[config.mk]
export PLATFORM = sky130hd
export DESIGN_NAME = sobel_merge_top
export DESIGN_NICKNAME = d
export VERILOG_FILES = /design/src/rtl/sobel_merge_pkg.sv /design/src/rtl/sobel_merge_ctrl.sv /design/src/rtl/sobel_merge_dp.sv /design/src/rtl/sobel_merge_top.sv
export SDC_FILE = /design/constraint.sdc
export NUM_CORES = 1
export LEC_CHECK = 0
export ABC_AREA = 1
export BUFFER_PORTS_ARGS = -buffer_cell sky130_fd_sc_hd__clkbuf_2
export CAP_MARGIN = 20
export CELL_PAD_IN_SITES_DETAIL_PLACEMENT = 0
export CELL_PAD_IN_SITES_GLOBAL_PLACEMENT = 1
export CORE_MARGIN = 1.5
export CORE_UTILIZATION = 25
export CTS_CLUSTER_SIZE = 40
export DETAILED_ROUTE_END_ITERATION = 12
export PLACE_DENSITY_LB_ADDON = 0.1
export SLEW_MARGIN = 20
export SYNTH_ARGS = -nofsm -noshare
export SYNTH_HDL_FRONTEND = slang
export SYNTH_SLANG_ARGS = --single-unit
[constraint.sdc]
create_clock -name clk -period 1.4 [get_ports clk]
set_input_delay 0.21 -clock clk [delete_from_list [all_inputs] [get_ports clk]]
set_output_delay 0.21 -clock clk [all_outputs]
set_load 0.01 [all_outputs]
[src/rtl/sobel_merge_pkg.sv]
package sobel_merge_pkg;

  // strobes from the valid pipeline to the datapath
  typedef struct packed {
    logic loadSobel;
    logic loadMerge;
  } ctrlStrobes_t;

  // weighted column/row sum a + 2b + c of three binary pixels, range 0..4
  function automatic logic [2:0] weightSum(input logic a, input logic b, input logic c);
    return {2'b00, a} + {1'b0, b, 1'b0} + {2'b00, c};
  endfunction

endpackage

[src/rtl/sobel_merge_ctrl.sv]
module sobel_merge_ctrl
  import sobel_merge_pkg::*;
(
  input  logic         clk,
  input  logic         rstN,
  input  logic         inValid,
  output ctrlStrobes_t strobes,
  output logic         outValid
);

  logic vldS1;
  logic vldS2;

  always_ff @(posedge clk or negedge rstN) begin
    if (!rstN) begin
      vldS1 <= 1'b0;
      vldS2 <= 1'b0;
    end else begin
      vldS1 <= inValid;
      vldS2 <= vldS1;
    end
  end

  always_comb begin
    strobes.loadSobel = inValid;
    strobes.loadMerge = vldS1;
  end

  assign outValid = vldS2;

  AST_VALID_LATENCY: assert property (@(posedge clk) disable iff (!rstN)
    inValid |=> ##1 outValid);
  AST_NO_SPURIOUS_VALID: assert property (@(posedge clk) disable iff (!rstN)
    !inValid |=> ##1 !outValid);

endmodule

[src/rtl/sobel_merge_dp.sv]
module sobel_merge_dp
  import sobel_merge_pkg::*;
#(
  parameter int LANES = 4,
  parameter int PIXW  = 8
) (
  input  logic                    clk,
  input  logic                    rstN,
  input  ctrlStrobes_t            strobes,
  input  logic                    topEdge,
  input  logic                    bottomEdge,
  input  logic                    firstGroup,
  input  logic                    lastGroup,
  input  logic [LANES+1:0]        rowAbove,
  input  logic [LANES+1:0]        rowMid,
  input  logic [LANES+1:0]        rowBelow,
  input  logic [LANES*PIXW-1:0]   pixIn,
  output logic [LANES*PIXW-1:0]   pixOut
);

  localparam int ROWW  = LANES + 2;
  localparam int RESPW = 4;
  localparam int WORDW = LANES * PIXW;

  logic [ROWW-1:0] upM, midM, dnM;
  logic [ROWW-1:0] sideMask;

  // border masking: columns outside the image read as zero
  always_comb begin
    sideMask           = '1;
    sideMask[0]        = ~firstGroup;
    sideMask[ROWW-1]   = ~lastGroup;
    upM  = (topEdge    ? '0 : rowAbove) & sideMask;
    midM = rowMid & sideMask;
    dnM  = (bottomEdge ? '0 : rowBelow) & sideMask;
  end

  logic [LANES-1:0][RESPW-1:0] gxNext, gyNext;
  logic [LANES-1:0][RESPW-1:0] gxR, gyR;
  logic [WORDW-1:0]            pixR;
  logic [WORDW-1:0]            mergeNext;

  for (genvar k = 0; k < LANES; k++) begin : g_lane
    logic [2:0] colL, colR, rowU, rowD;
    logic       bgFlag;

    always_comb begin
      colL = weightSum(upM[k],   midM[k],   dnM[k]);
      colR = weightSum(upM[k+2], midM[k+2], dnM[k+2]);
      rowU = weightSum(upM[k],   upM[k+1],  upM[k+2]);
      rowD = weightSum(dnM[k],   dnM[k+1],  dnM[k+2]);
      gxNext[k] = {1'b0, colR} - {1'b0, colL};
      gyNext[k] = {1'b0, rowD} - {1'b0, rowU};
      // inverse binarisation: NOR over all response bits
      bgFlag = ~|{gxR[k], gyR[k]};
      mergeNext[k*PIXW +: PIXW] = pixR[k*PIXW +: PIXW] & {PIXW{bgFlag}};
    end

    AST_GX_RANGE: assert property (@(posedge clk) disable iff (!rstN)
      ($signed(gxR[k]) <= 4'sd4) && ($signed(gxR[k]) >= -4'sd4));
    AST_GY_RANGE: assert property (@(posedge clk) disable iff (!rstN)
      ($signed(gyR[k]) <= 4'sd4) && ($signed(gyR[k]) >= -4'sd4));
    AST_MERGE_PASS_OR_ZERO: assert property (@(posedge clk) disable iff (!rstN)
      strobes.loadMerge |=> (pixOut[k*PIXW +: PIXW] == '0) ||
                            (pixOut[k*PIXW +: PIXW] == $past(pixR[k*PIXW +: PIXW])));
  end

  // stage 1: Sobel responses and delayed original pixels
  always_ff @(posedge clk or negedge rstN) begin
    if (!rstN) begin
      gxR  <= '0;
      gyR  <= '0;
      pixR <= '0;
    end else if (strobes.loadSobel) begin
      gxR  <= gxNext;
      gyR  <= gyNext;
      pixR <= pixIn;
    end
  end

  // stage 2: merged output word
  always_ff @(posedge clk or negedge rstN) begin
    if (!rstN) begin
      pixOut <= '0;
    end else if (strobes.loadMerge) begin
      pixOut <= mergeNext;
    end
  end

  AST_OUT_HOLD: assert property (@(posedge clk) disable iff (!rstN)
    !strobes.loadMerge |=> $stable(pixOut));

endmodule

[src/rtl/sobel_merge_top.sv]
module sobel_merge_top
  import sobel_merge_pkg::*;
#(
  parameter int LANES = 4,
  parameter int PIXW  = 8
) (
  input  logic                  clk,
  input  logic                  rstN,
  input  logic                  inValid,
  input  logic                  topEdge,
  input  logic                  bottomEdge,
  input  logic                  firstGroup,
  input  logic                  lastGroup,
  input  logic [LANES+1:0]      rowAbove,
  input  logic [LANES+1:0]      rowMid,
  input  logic [LANES+1:0]      rowBelow,
  input  logic [LANES*PIXW-1:0] pixIn,
  output logic                  outValid,
  output logic [LANES*PIXW-1:0] pixOut
);

  ctrlStrobes_t strobes;

  sobel_merge_ctrl u_ctrl (
    .clk      (clk),
    .rstN     (rstN),
    .inValid  (inValid),
    .strobes  (strobes),
    .outValid (outValid)
  );

  sobel_merge_dp #(.LANES(LANES), .PIXW(PIXW)) u_dp (
    .clk        (clk),
    .rstN       (rstN),
    .strobes    (strobes),
    .topEdge    (topEdge),
    .bottomEdge (bottomEdge),
    .firstGroup (firstGroup),
    .lastGroup  (lastGroup),
    .rowAbove   (rowAbove),
    .rowMid     (rowMid),
    .rowBelow   (rowBelow),
    .pixIn      (pixIn),
    .pixOut     (pixOut)
  );

  AST_RESET_QUIET: assert property (@(posedge clk) disable iff (!rstN)
    $rose(rstN) |-> !outValid);

endmodule

==> results.py <==
metrics = {
    "setup_path": {
        "worstPathArrival_ns": 2.43,
        "slowest_delay_ns": 0.46,
        "slowest_stage": "fa_1",
        "cp-end-kind": "flip-flop",
        "rr_worst_depth": 5,
        "rr_startpoint": "u_dp.gxR[15]",
        "path_delay_family": "adder cells",
        "crit_fanout": 3,
        "path_buf_inv": 5,
        "cp_cell_sequence": "buf_6 -> clkinvlp_4 -> nand2_4 -> inv_4 -> ha_4 -> ha_4 -> inv_2 -> fa_1 -> fa_2 -> inv_2 -> fa_1 -> nand2_1 -> nand2_1",
        "critPathKind": "input port to flip-flop",
        "reg2reg_slack_ns": 0.34,
        "rr_endpoint": "u_dp.pixOut[25]",
        "crit_required_ns": 1.64,
        "worst_setup_path_start_kind": "input port",
    },
    "placed_design": {
        "dp_slack_ns": -1.21,
        "port_buffers": 89,
        "placed_area_sq_mm": 0.00612,
        "dpl.cell_count": 974,
        "place_congestion": 0.772,
        "hpwl_um": 9020,
    },
    "floorplan": {
        "core_sq_mm": 0.0197,
        "fp.dieH_um": 145,
        "row_count": 51,
        "die_w_um": 145,
        "start_util_pct": 25.8,
        "io_pins": 90,
        "dieArea_sq_mm": 0.0211,
    },
    "pwr": {
        "leakage_uw": 0.00381,
        "finalPower_uw": 7300,
        "irDropWorstVdd_mv": 0.452,
        "power_density_mw_per_mm2": 1090,
    },
    "cells_and_area": {
        "nFillCells": 2176,
        "finalInstanceArea_sq_mm": 0.00670,
        "diodes": 0,
        "area_growth_pct": 32.3,
        "drive_gt1_share_pct": 28.6,
        "fin_nets": 832,
        "final_cells": 999,
    },
    "global_route": {
        "grt_pass1_vias": 4070,
        "grt_max_degree": 34,
        "grt_pass1_wl_um": 20500,
        "grt_usage_pct": 12.3,
        "grt_overflow": 0,
        "antenna_found_initial": 0,
    },
    "sta": {
        "finClkSkew_ns": 0.00768,
        "relSlewSlack_pct": 72.0,
        "tightest_slew_ns": 0.420,
        "fin_crit_sh_pct": 157,
        "hold_viol_final": 0,
        "rsz0062_at_grt": "yes",
        "setup_ws_ns": -0.793,
        "slew_violations": 0,
        "period_needed_ns": 2.19,
        "finalSetupViolations": 32,
        "max_freq_mhz": 456,
        "whs_ns": 0.0603,
    },
    "yosys": {
        "async_flop_share_pct": 100,
        "post_synth_num_cell_types": 18,
        "yosys-top-cells-area": "dfrtp_1 48%, nand2_1 24%, fa_1 7.1%",
        "synth-main-ff-cell": "dfrtp_1",
        "syn-num-nets": 705,
        "synthSimpleGateAreaFrac_pct": 26.9,
        "synth_compound_area_share_pct": 1.09,
        "syn-cell-area_sq_mm": 0.00506,
        "synth_common_cells": "319 x nand2_1, 98 x dfrtp_1, 69 x inv_1",
        "ys_seq_area_share_pct": 48.4,
        "synth_seq_cells": 98,
        "synth_edf_count": 0,
        "yosysTopAreaCell": "dfrtp_1",
        "synth_top_family_by_area": "simple AND/OR/NAND/NOR gates",
        "synth_top_area_share_pct": 48.4,
        "synthMuxAreaShare_pct": 0,
        "synth_fa_ha_area_share_pct": 14.0,
        "synth-xor-area-share_pct": 0.692,
        "syn_avg_cell_area_sq_um": 8.41,
        "synthMostInstantiatedCell": "nand2_1",
        "syn_inst": 602,
        "yosys_warnings": 0,
    },
    "clocking": {
        "cts-buffers-inserted": 9,
        "clock_tree.root_cell": "clkbuf_16",
        "worstSkewPairLatency_ns": 0.35,
        "cts_tree": "yes",
        "clock_path_buffers": 2,
        "cts_sinks": 98,
        "cts_max_level": 3,
        "cts.clk_slew.worst_paths_ns": 0.07,
    },
    "detailed_routing": {
        "via_per_inst": 3.91,
        "via_count": 3910,
        "drt-initial-drc-count": 180,
        "postRouteAntennaNets": 0,
        "drc": 0,
        "wl_per_cell_um": 12.2,
        "first_pass_iters": 4,
        "drt_wl_total_um": 12200,
    },
    "worst_hold_path": {
        "holdPathEnd": "u_dp.pixR[28]",
        "whs_path_depth": 3,
        "hold_path_class": "input port to flip-flop",
        "min_from": "pixIn[28]",
    },
    "run_status": {
        "violations": "setup timing",
        "status": "finished, violations left",
    },
    "run": {
        "drv_cap": 0,
    },
}
logic make-up (layout without fill, tap and decap cells):
family | after synthesis | in the layout
compound gates | 11 | 11
xor+xnor | 4 | 4
fa+ha+maj | 46 | 46
buf+inv | 91 | 223
flops | 98 | 98
simple gates | 352 | 352
registers in the layout, summed over array words and instances, names as in the netlist:
register	cells
u_ctrl.outValid	1
u_ctrl.vldS1	1
u_dp.gxR	16
u_dp.gyR	16
u_dp.pixOut	32
u_dp.pixR	32
report_power, final:
| group | leakage [uW] | switching, uW | internal [uW] |
|---|---|---|---|
| combinational | 0.00240 | 759 | 604 |
| sequential | 0.00125 | 149 | 3110 |
| clock | 0.000159 | 1130 | 1550 |
| total | 0.00381 | 2040 | 5260 |
tightest hold or removal path, cell delays in order:
cell and delay [ns]:
clkbuf_2 0.08, nand2_1 0.04, nand2_1 0.05
per-layer routing:
metal / global-route usage [%] / part of all wire (%) / vias up
li1: - / - / 2027
met1: 16.3 / 49 / 1810
met3: 2.70 / 3.5 / 8
met4: 4.13 / 1.1 / 0
met2: 19.7 / 46 / 65
met5: 0 / 0 / -
cells in the final DEF, fill, tap and decap left out, drive strengths merged:
cell type    count
ha              28
buf             48
nand2          319
dfrtp           98
o21ai            9
bufinv           1
clkinv           2
inv             71
xor2             2
dlygate4sd3      1
a21oi            2
xnor2            2
nand3            8
fa              18
clkbuf          99
clkinvlp         1
nor2            25
repair_timing:
action,in CTS,in global routing
pin swaps,16,12
resized for setup,22,17
hold buffers,1,0
setup endpoints to repair,30,32
hold endpoints to repair,23,0
setup buffers,5,5
gates cloned,0,0
final cells by class:
class / instances / area, sq um / share of cell area [%]
Clock buffer: 12 / 267 / 3.98
Multi-Input combinational cell: 413 / 2440 / 36.5
Inverter: 71 / 275 / 4.11
Sequential cell: 98 / 2450 / 36.6
Timing Repair Buffer: 136 / 871 / 13.0
Clock inverter: 4 / 56.3 / 0.841
Tap cell: 265 / 332 / 4.95
stage by stage:
step                      util, %  setup TNS, ns
after floorplan                 -         -16.13
after global placement       31.1         -24.96
after detailed placement     31.1         -25.52
after CTS                    33.6         -14.03
after global routing         34.1         -16.55
final                        34.1         -13.88
worst max-delay path by stage:
stage	from	slack (ns)	to	depth (start not counted)
2_1_floorplan	topEdge	-1.07	u_dp.gxR[1]	12
3_3_place_gp	topEdge	-1.18	u_dp.gxR[1]	13
3_5_place_dp	topEdge	-1.21	u_dp.gxR[1]	13
4_1_cts	topEdge	-0.79	u_dp.gxR[1]	13
5_1_grt	topEdge	-0.88	u_dp.gxR[1]	13
6_report	topEdge	-0.79	u_dp.gxR[1]	13
Note: power is estimated with default switching activity, not from simulation.
